==> config.mk <==
export PLATFORM = sky130hd
export DESIGN_NAME = pdm_mic_capture
export DESIGN_NICKNAME = d
export VERILOG_FILES = /design/src/rtl/pdm_cap_pkg.sv /design/src/rtl/pdm_clk_gen.sv /design/src/rtl/pdm_edge_capture.sv /design/src/rtl/pdm_mic_capture.sv
export SDC_FILE = /design/constraint.sdc
export NUM_CORES = 1
export LEC_CHECK = 0
export BUFFER_PORTS_ARGS = -buffer_cell sky130_fd_sc_hd__buf_2
export CORE_AREA = 2 2 39 41
export DETAILED_ROUTE_END_ITERATION = 6
export DIE_AREA = 0 0 41 43
export PLACE_DENSITY = 0.79
export REMOVE_ABC_BUFFERS = 1
export SLEW_MARGIN = 25
export SYNTH_ARGS = -nofsm -noshare
export SYNTH_HDL_FRONTEND = slang
export SYNTH_SLANG_ARGS = --single-unit
==> constraint.sdc <==
create_clock -name clk -period 1.81 [get_ports clk]
set_input_delay 0.543 -clock clk [delete_from_list [all_inputs] [get_ports clk]]
set_output_delay 0.543 -clock clk [all_outputs]
set_load 0.01 [all_outputs]
==> src/rtl/pdm_cap_pkg.sv <==
package pdm_cap_pkg;

    // Captured sample state for both channels
    typedef struct packed {
        logic lbit;
        logic lval;
        logic rbit;
        logic rval;
    } cap_t;

    localparam cap_t CAP_RESET = '{lbit: 1'b0, lval: 1'b0, rbit: 1'b0, rval: 1'b0};

endpackage

==> src/rtl/pdm_clk_gen.sv <==
module pdm_clk_gen #(
    parameter int HALF_SLOW = 8,
    parameter int HALF_MID  = 6,
    parameter int HALF_FAST = 4
) (
    input  logic       clk,
    input  logic       rst_n,
    input  logic       enable,
    input  logic [1:0] rate_sel,
    output logic       mic_clk,
    output logic       rise_tick,
    output logic       fall_tick
);
    localparam int CNT_W = $clog2(HALF_SLOW + 1);

    typedef struct packed {
        logic             ph;
        logic [CNT_W-1:0] cnt;
        logic [CNT_W-1:0] half;
    } gen_t;

    gen_t gen_d, gen_q;
    logic [CNT_W-1:0] half_sel;

    always_comb begin
        case (rate_sel)
            2'b00:   half_sel = CNT_W'(HALF_SLOW);
            2'b01:   half_sel = CNT_W'(HALF_MID);
            default: half_sel = CNT_W'(HALF_FAST);
        endcase
    end

    always_comb begin
        gen_d     = gen_q;
        rise_tick = 1'b0;
        fall_tick = 1'b0;
        if (!enable) begin
            gen_d.ph   = 1'b0;
            gen_d.cnt  = '0;
            gen_d.half = half_sel;
        end else if (gen_q.cnt == gen_q.half - 1'b1) begin
            gen_d.cnt = '0;
            gen_d.ph  = !gen_q.ph;
            if (gen_q.ph) begin
                fall_tick  = 1'b1;
                gen_d.half = half_sel;
            end else begin
                rise_tick = 1'b1;
            end
        end else begin
            gen_d.cnt = gen_q.cnt + 1'b1;
        end
    end

    always_ff @(posedge clk or negedge rst_n) begin
        if (!rst_n) begin
            gen_q <= '{ph: 1'b0, cnt: '0, half: CNT_W'(HALF_SLOW)};
        end else begin
            gen_q <= gen_d;
        end
    end

    assign mic_clk = gen_q.ph;

endmodule

==> src/rtl/pdm_edge_capture.sv <==
module pdm_edge_capture
    import pdm_cap_pkg::*;
(
    input  logic clk,
    input  logic rst_n,
    input  logic rise_tick,
    input  logic fall_tick,
    input  logic stereo_mode,
    input  logic din,
    output logic left_bit,
    output logic left_valid,
    output logic right_bit,
    output logic right_valid
);
    cap_t cap_d, cap_q;

    always_comb begin
        cap_d      = cap_q;
        cap_d.lval = 1'b0;
        cap_d.rval = 1'b0;
        if (stereo_mode) begin
            if (rise_tick) begin
                cap_d.rbit = din;
                cap_d.rval = 1'b1;
            end
            if (fall_tick) begin
                cap_d.lbit = din;
                cap_d.lval = 1'b1;
            end
        end else if (rise_tick) begin
            cap_d.lbit = din;
            cap_d.lval = 1'b1;
        end
    end

    always_ff @(posedge clk or negedge rst_n) begin
        if (!rst_n) begin
            cap_q <= CAP_RESET;
        end else begin
            cap_q <= cap_d;
        end
    end

    assign left_bit    = cap_q.lbit;
    assign left_valid  = cap_q.lval;
    assign right_bit   = cap_q.rbit;
    assign right_valid = cap_q.rval;

endmodule

==> src/rtl/pdm_mic_capture.sv <==
module pdm_mic_capture #(
    parameter int HALF_SLOW = 8,
    parameter int HALF_MID  = 6,
    parameter int HALF_FAST = 4
) (
    input  logic       clk,
    input  logic       rst_n,
    input  logic       enable,
    input  logic [1:0] rate_sel,
    input  logic       stereo_mode,
    input  logic       mic_data_in,
    output logic       mic_clk_out,
    output logic       left_bit,
    output logic       left_valid,
    output logic       right_bit,
    output logic       right_valid
);
    logic rise_tick;
    logic fall_tick;

    pdm_clk_gen #(
        .HALF_SLOW(HALF_SLOW),
        .HALF_MID (HALF_MID),
        .HALF_FAST(HALF_FAST)
    ) u_clk_gen (
        .clk      (clk),
        .rst_n    (rst_n),
        .enable   (enable),
        .rate_sel (rate_sel),
        .mic_clk  (mic_clk_out),
        .rise_tick(rise_tick),
        .fall_tick(fall_tick)
    );

    pdm_edge_capture u_capture (
        .clk        (clk),
        .rst_n      (rst_n),
        .rise_tick  (rise_tick),
        .fall_tick  (fall_tick),
        .stereo_mode(stereo_mode),
        .din        (mic_data_in),
        .left_bit   (left_bit),
        .left_valid (left_valid),
        .right_bit  (right_bit),
        .right_valid(right_valid)
    );

endmodule

==> results of run 1 <==
## flip-flops by register name, indices dropped and copies added (netlist names)
name,cells
u_clk_gen.gen_q,7
u_capture.left_valid,1
u_capture.right_bit,1
u_capture.right_valid,1
u_capture.left_bit,1
u_clk_gen.mic_clk,1
## report_power, final
group	total (mW)	internal, mW	switching, mW
Clock	0.204	0.122	0.0820
Combinational	0.146	0.0751	0.0713
Sequential	0.323	0.302	0.0210
Total	0.673	0.499	0.174
## layer usage
| metal | GRT usage (%) | vias to the layer above |
|---|---|---|
| met3 | 1.57 | 0 |
| met5 | 0 | - |
| met4 | 10.0 | 0 |
| li1 | - | 177 |
| met2 | 13.1 | 9 |
| met1 | 15.1 | 162 |
## logic make-up (layout without fill, tap and decap cells)
group,count (synthesis),count (layout),synth area share (%)
fa+ha+maj,2,2,4.43
xor+xnor,7,7,13.5
compound gates,1,1,1.55
mux,5,5,10.2
flops,12,12,53.4
simple gates,14,14,14.9
buf+inv,3,20,2.00
## what timing repair did
item | 4_1_cts | 5_1_grt
endpoints found under the setup margin | 0 | 3
gates resized for setup | 0 | 6
hold endpoints to repair | 0 | 0
buffers inserted | 0 | 0
## cell type report
class / instances / area share, %
Clock buffer: 4 / 5.00
Inverter: 3 / 1.55
Multi-Input combinational cell: 29 / 39.5
Sequential cell: 12 / 41.6
Tap cell: 16 / 2.76
Timing Repair Buffer: 13 / 9.66
## path summary, 6_finish.rpt
| path | start | slack [ns] | depth (start not counted) | endpoint |
|---|---|---|---|---|
| min in group clk | u_capture.right_bit$_DFFE_PN0P_ | 0.50 | 1 | u_capture.right_bit$_DFFE_PN0P_ |
| hold reg to reg | u_capture.right_bit$_DFFE_PN0P_ | 0.50 | 1 | u_capture.right_bit$_DFFE_PN0P_ |
| setup / recovery | u_clk_gen.gen_q[1]$_DFFE_PN0P_ | 0.11 | 7 | u_clk_gen.gen_q[2]$_DFFE_PN0P_ |
| hold / removal | rst_n | 0.13 | 1 | u_clk_gen.gen_q[6]$_DFF_PN0_ |
| max in group asynchronous | rst_n | 1.41 | 1 | u_clk_gen.gen_q[3]$_DFFE_PN1P_ |
| setup reg to reg | u_clk_gen.gen_q[1]$_DFFE_PN0P_ | 0.11 | 7 | u_clk_gen.gen_q[2]$_DFFE_PN0P_ |
## layout by cell type (no fill, tap or decap)
master and n:
mux2_2 2, xor2_2 1, mux2i_1 2, buf_2 11, mux2_4 1, xor2_1 2, nand3_1 2, buf_4 2
ha_1 1, ha_4 1, and3_2 1, nor2_4 2, clkbuf_4 3, nor2_1 3, nand4_4 1, dfstp_2 1
xnor2_1 3, nor2b_1 1, nand2_1 2, o21ai_2 1, inv_1 3, dfrtp_1 11, xnor3_2 1, and2_1 1
nand2b_1 1, clkbuf_8 1
## per-stage QoR
step	instances	hold slack (ns)
after floorplan	44	0.247
after global placement	73	0.425
after detailed placement	73	0.427
after CTS	77	0.135
after global routing	77	0.148
final	77	0.134
## worst register-to-register path, stage by stage (launching register included)
cell and delay (ns):
dfrtp_1 0.39, inv_1 0.13, ha_4 0.23, xor2_2 0.17
nand4_4 0.18, o21ai_2 0.22, buf_4 0.15, mux2i_1 0.18
==> out/metrics.sh, run 1 <==
CTS_TREE='yes'
SYN_TO_FINAL_GROWTH_PCT=28.6
SYNTH_ENABLE_FLOP_CELLS=0
LARGEST_BUFFER_COUNT_ON_ANY_CLOCK_PATH=2
TIMING.FINAL.WS_SETUP_NS=0.108
GLOBALROUTE.TOTALOVERFLOW=0
CTS_BUFFERS=3
ROUTED.TOP_LAYER='met3'
DIE_AREA_SQ_UM=1760
FLOORPLAN.ROWS=14
START_UTIL_PCT=40.8
CRITICAL_PATH.STARTPOINT_TYPE='flop'
PLACE_HPWL_UM=633
POST_SYNTHESIS_INSTANCE_AREA_SQ_UM=564
DIEWIDTH_UM=41
SLEW-LIMIT-HEADROOM_PCT=83.3
POSTSYNTHREGISTERBITS=12
TIMING_HOLD_VIOLATIONS_FINAL=0
SYNTH.AREA.TOP_CELLS='dfrtp_1 49%, dfstp_2 4.7%, xnor2_1 4.7%, xor2_1 4.7%, ha_1 4.4%'
FIN_AREA_SQ_UM=726
POSTSYNTH.ASYNCRESETSHARE_PCT=100
AREA_OF_THE_MULTI_INPUT_GATES_SQ_UM=287
DP_SLACK_NS=0.0273
CRIT_FAMILY='flip-flops'
M1WIRELENGTH_UM=420
CORE_AREA_SQ_UM=1380
FIN_CRIT_SH_PCT=94.0
CRITICALPATHCATEGORY='reg2reg'
CLK_ROOT_BUF='clkbuf_4'
DESIGN.PORTCOUNT=12
OUTCOME='complete, no violations'
WORST_IR_DROP_VDD_uV=438
ROUTED_WIRE_LENGTH_PER_INSTANCE_UM=11.6
POST_SYNTH_INST_COUNT=44
FIN_NETS=71
FINALCOREUTILIZATION_PCT=52.4
ANTENNA_FOUND_INITIAL=0
MAXIMUM_NUMBER_OF_PINS_ON_ONE_NET_BEFORE_GLOBAL_ROUTE_REPAIR=13
DATA_ARRIVAL_TIME_OF_THE_CRITICAL_PATH_NS=1.89
CLASSIFICATION_OF_THE_WORST_SLACK_HOLD_PATH='in2async'
ROUTED_VIA_DENSITY=4.52
VIA_COUNT=348
DIE_HEIGHT_UM=43
DRV.MAX_CAP_VIOLATION_COUNT=0
CLKLATENCYLATEPIN_NS=0.26
POWER.LEAKAGE_nW=0.360
UNREPAIRED_SETUP_ENDPOINTS_AFTER_GLOBAL_ROUTING='false'
CRITICAL-PATH-SLOWEST-CELL='dfrtp_1'
SYNTH_MOST_COMMON_CELL='dfrtp_1'
FILL_CELLS=121
FIN_WORST_SKEW_NS=0.00167
CRIT_CHAIN='inv_1 > ha_4 > xor2_2 > nand4_4 > o21ai_2 > buf_4 > mux2i_1'
YOSYSSEQAREASHARE_PCT=53.4
YOSYS_WARNINGS=0
POSTCTSHOLDBUFS=0
ANT_DIODES=0
TIMING.SETUP.TNS_NS=0
SYNTH.DISTINCT_CELLS=19
POWER.TOTAL_uW=673
CLOCK_TREE.HTREE_LEVEL_COUNT=1
AREA.SEQUENTIAL_SQ_UM=302
PLACED_CELL_AREA_SQ_UM=654
PLACEMENT.IO_BUFFERS=11
ROUTE.MET3.WL_UM=37
CRITICAL_PATH_BUF_INV_COUNT=2
CPPEAKSTAGEDELAY_NS=0.39
GP_ROUTABILITY_CONGESTION=0.778
MAX_FREQUENCY_GHz=0.588
POSTROUTEWIRELENGTH_UM=896
SETUP.WORST_PATH.END_CLASS='flop'
FIRST_GLOBAL_VIAS=298
SYNTH_TOP_CELL_AREA_SHARE_PCT=48.8
CLK_TRANSITION_REPORTED_PATHS_NS=0.07
TIMING.CRITICAL_PATH.REQUIRED_NS=2.00
CRITICAL_PATH_PEAK_FANOUT=4
SYNTH_LARGEST_AREA_CELL='dfrtp_1'
REMAINING_DRC_ERRORS=0
POWER_DENSITY_nW_PER_UM2=928
SYNTH.AVG_CELL_AREA_SQ_UM=12.8
GRT_FIRST_PASS_WIRELENGTH_UM=1240
TRITONCTS_NUM_SINKS=12
TIGHTEST_SLEW_NS=0.251
MOST_FREQUENT_CELLS_AFTER_SYNTHESIS='11 x dfrtp_1, 5 x nor2_1, 3 x inv_1, 3 x xnor2_1, 3 x xor2_1'
MET2ROUTEDLENGTH_UM=438
GRT.TOTAL_USAGE_PCT=10.7
SLEW_VIOLATIONS=0
POSTROUTEANTENNANETS=0
DRIVE_ABOVE_1_SHARE_PCT=47.5
PREVAILING_POST_SYNTH_REGISTER_CELL='dfrtp_1'
FINAL-SETUP-VIOL-COUNT=0
TIMING.FINAL.CRIT_PERIOD_NS=1.70
STARTING_DRT_DRC_COUNT=1
DETAIL_ROUTE.FIRST_PASS.ITERATIONS=4
No activity file was read; power rests on OpenSTA's default activity.
==> inputs of run 2 (changes only) <==
--- a/config.mk
+++ b/config.mk
@@ -6,10 +6,12 @@
 export NUM_CORES = 1
 export LEC_CHECK = 0
 export BUFFER_PORTS_ARGS = -buffer_cell sky130_fd_sc_hd__buf_2
-export CORE_AREA = 2 2 39 41
+export CELL_PAD_IN_SITES_DETAIL_PLACEMENT = 1
+export CELL_PAD_IN_SITES_GLOBAL_PLACEMENT = 1
+export CORE_AREA = 2 2 43 45
 export DETAILED_ROUTE_END_ITERATION = 6
-export DIE_AREA = 0 0 41 43
-export PLACE_DENSITY = 0.79
+export DIE_AREA = 0 0 45 47
+export PLACE_DENSITY = 0.8
 export REMOVE_ABC_BUFFERS = 1
 export SLEW_MARGIN = 25
 export SYNTH_ARGS = -nofsm -noshare
==> out/metrics.sh, run 2 (synthesis gave the netlist of run 1 again) <==
LARGEST_BUFFER_COUNT_ON_ANY_CLOCK_PATH=2  # unchanged
DRV.MAX_CAP_VIOLATION_COUNT=0  # unchanged
OUTCOME='complete, no violations'
DIE_HEIGHT_UM=47  # +9.3%
SLEW-LIMIT-HEADROOM_PCT=81.2  # -2.1 points
PLACED_CELL_AREA_SQ_UM=656  # +0.19%
PLACEMENT.IO_BUFFERS=11  # unchanged
SEQPWRFRAC_PCT=49.4  # +1.4 points
PLACE_HPWL_UM=818  # +29%
TIGHTEST_SLEW_NS=0.283  # +0.0314 ns
CLK_ROOT_BUF='clkbuf_4'
FIN_WORST_SKEW_NS=0.00697  # +0.00530 ns
SYN_TO_FINAL_GROWTH_PCT=27.5
FIN_CRIT_SH_PCT=97.7  # +3.7 points
POWER.INTERNAL_uW=462  # -7.4%
SETUP.WORST_PATH.END_CLASS='flop'
CRITICAL-PATH-SLOWEST-CELL='dfrtp_1'
DETAIL_ROUTE.FIRST_PASS.ITERATIONS=4  # unchanged
GP_ROUTABILITY_CONGESTION=0.769  # -1.1%
CPPEAKSTAGEDELAY_NS=0.35  # -0.04 ns
START_UTIL_PCT=34.2  # -6.6 points
CRITICAL_PATH.STARTPOINT_TYPE='flop'
POWER.LEAKAGE_nW=0.360  # about the same
POSTROUTEWIRELENGTH_UM=1180  # +32%
TIMING_HOLD_VIOLATIONS_FINAL=0  # unchanged
MAX_FLOP_REGISTER='u_clk_gen.gen_q'
NETSWITCHINGPOWER_uW=197  # +13%
FINAL-SETUP-VIOL-COUNT=0  # unchanged
CLASSIFICATION_OF_THE_WORST_SLACK_HOLD_PATH='in2async'
VIA_COUNT=381  # +9.5%
FINALCOREUTILIZATION_PCT=43.6  # -8.9 points
TRITONCTS_NUM_SINKS=12  # unchanged
FIRST_GLOBAL_VIAS=375  # +26%
TIMING.CRITICAL_PATH.REQUIRED_NS=2.01  # about the same
FLOORPLAN.ROWS=15  # +1
ROUTED_VIA_DENSITY=4.82  # +6.7%
LAYOUT.CELLS.MOST_COMMON_LIST='11 x buf_2, 11 x dfrtp_1'
MAX_FREQUENCY_GHz=0.566  # -3.7%
FIN_NETS=72  # +1.4%
ANTENNA_FOUND_INITIAL=0  # unchanged
CTS_BUFFERS=3  # unchanged
SLEW_VIOLATIONS=0  # unchanged
CORE_AREA_SQ_UM=1650  # +19%
POWER_DENSITY_nW_PER_UM2=917  # -1.2%
DIE_AREA_SQ_UM=2120  # +20%
CRITICAL_PATH_PEAK_FANOUT=4  # unchanged
DRIVE_ABOVE_1_SHARE_PCT=45.2  # -2.4 points
DATA_ARRIVAL_TIME_OF_THE_CRITICAL_PATH_NS=1.97  # +0.08 ns
COMB_POWER_SHARE_PCT=23.2  # +1.5 points
NUMPLACEDINSTANCES=74  # +1.4%
POSTCTSHOLDBUFS=0  # unchanged
SHARE_CLK_OF_TOTAL_POWER_PCT=27.4  # -2.9 points
ROUTED_WIRE_LENGTH_PER_INSTANCE_UM=14.9  # +28%
CTS_TREE='yes'
TIMING.FINAL.CRIT_PERIOD_NS=1.77  # +0.0661 ns
WORST_IR_DROP_VDD_uV=466  # +6.2%
GRT_FIRST_PASS_WIRELENGTH_UM=1730  # +39%
FINAL-INSTANCE-COUNT-EXCL-FILL=79  # +2.6%
REMAINING_DRC_ERRORS=0  # unchanged
GLOBALROUTE.TOTALOVERFLOW=0  # unchanged
ANT_DIODES=0  # unchanged
CRIT_CHAIN='inv_1 > ha_1 > xor2_2 > nand4_4 > o21ai_4 > buf_4 > mux2i_1'
CLOCK_TREE.HTREE_LEVEL_COUNT=1  # unchanged
DESIGN.PORTCOUNT=12  # unchanged
DIEWIDTH_UM=45  # +9.8%
GRT.TOTAL_USAGE_PCT=12.9  # +2.3 points
CLKLATENCYLATEPIN_NS=0.28  # +0.02 ns
FIN_AREA_SQ_UM=719  # -0.86%
STARTING_DRT_DRC_COUNT=4  # +3
POSTROUTEANTENNANETS=0  # unchanged
CRITICALPATHCATEGORY='reg2reg'
MAXIMUM_NUMBER_OF_PINS_ON_ONE_NET_BEFORE_GLOBAL_ROUTE_REPAIR=13  # unchanged
SWITCHING_SHARE_PCT=29.9  # +4.0 points
REG2REG_SETUP_SLACK_NS=0.04  # -0.07 ns
CLK_TRANSITION_REPORTED_PATHS_NS=0.08  # about the same
POWER.TOTAL_uW=660  # -2.0%
LARGEST_REG_FLOPS=7  # unchanged
-- run 2: cell count changes in the layout (fill, tap and decap cells not counted), sizes merged --
| cell | change |
|---|---|
| buf | +1 |
-- run 2: worst paths after layout --
kind                                                       from                               to  depth (start not counted)
worst max-delay path             u_clk_gen.gen_q[1]$_DFFE_PN0P_   u_clk_gen.gen_q[1]$_DFFE_PN0P_                          7
worst min-delay path                                      rst_n     u_clk_gen.gen_q[4]$_DFF_PN0_                          1
worst max register to register   u_clk_gen.gen_q[1]$_DFFE_PN0P_   u_clk_gen.gen_q[1]$_DFFE_PN0P_                          7
worst min register to register  u_capture.right_bit$_DFFE_PN0P_  u_capture.right_bit$_DFFE_PN0P_                          1
max in group asynchronous                                 rst_n   u_clk_gen.gen_q[3]$_DFFE_PN1P_                          1
min in group clk                                    mic_data_in  u_capture.right_bit$_DFFE_PN0P_                          2
-- run 2: per-layer routing --
metal	up-vias	share of wire [%]	global-route usage, %
met5	-	0	0
met4	0	2.3	12.4
met3	5	5.6	5.77
met2	8	50	18.9
met1	188	42	13.9
li1	180	-	-
-- run 2: through the flow --
stage	worst slack [ns]	TNS [ns]	hold WS [ns]
after floorplan	0.102	0	0.247
after global placement	0.0417	0	0.428
after detailed placement	-0.00398	-0.00398	0.442
after CTS	0.00251	0	0.122
after global routing	-0.0736	-0.177	0.141
final	0.0423	0	0.126
-- run 2: area by class of cell --
type	count	area [sq um]
Multi-Input combinational cell	29	282
Fill cell	194	932
Inverter	3	11.3
Tap cell	17	21.3
Sequential cell	12	302
Timing Repair Buffer	14	77.6
Clock buffer	4	26.3
-- run 2: power by group through the flow --
stage | Clock, mW | Sequential [mW] | Combinational (mW)
floorplan | 0 | 0.337 | 0.0772
global placement | 0 | 0.328 | 0.134
detailed placement | 0 | 0.332 | 0.142
CTS | 0.189 | 0.327 | 0.143
global route | 0.194 | 0.332 | 0.167
finish | 0.181 | 0.326 | 0.153
-- run 2: what timing repair did --
item                       in CTS  in global routing
pin swaps                       0                  4
gates resized for setup         1                  5
setup buffers                   0                  1
setup endpoints to repair       1                  4
-- run 2: critical path: cells and delay by family, from the launching register on --
kind            cells  cell delay, ns
flops               1            0.35
fa+ha+maj           1            0.33
compound gates      1            0.23
buf+inv             2            0.21
xor+xnor            1            0.20
simple gates        1            0.20
mux                 1            0.18
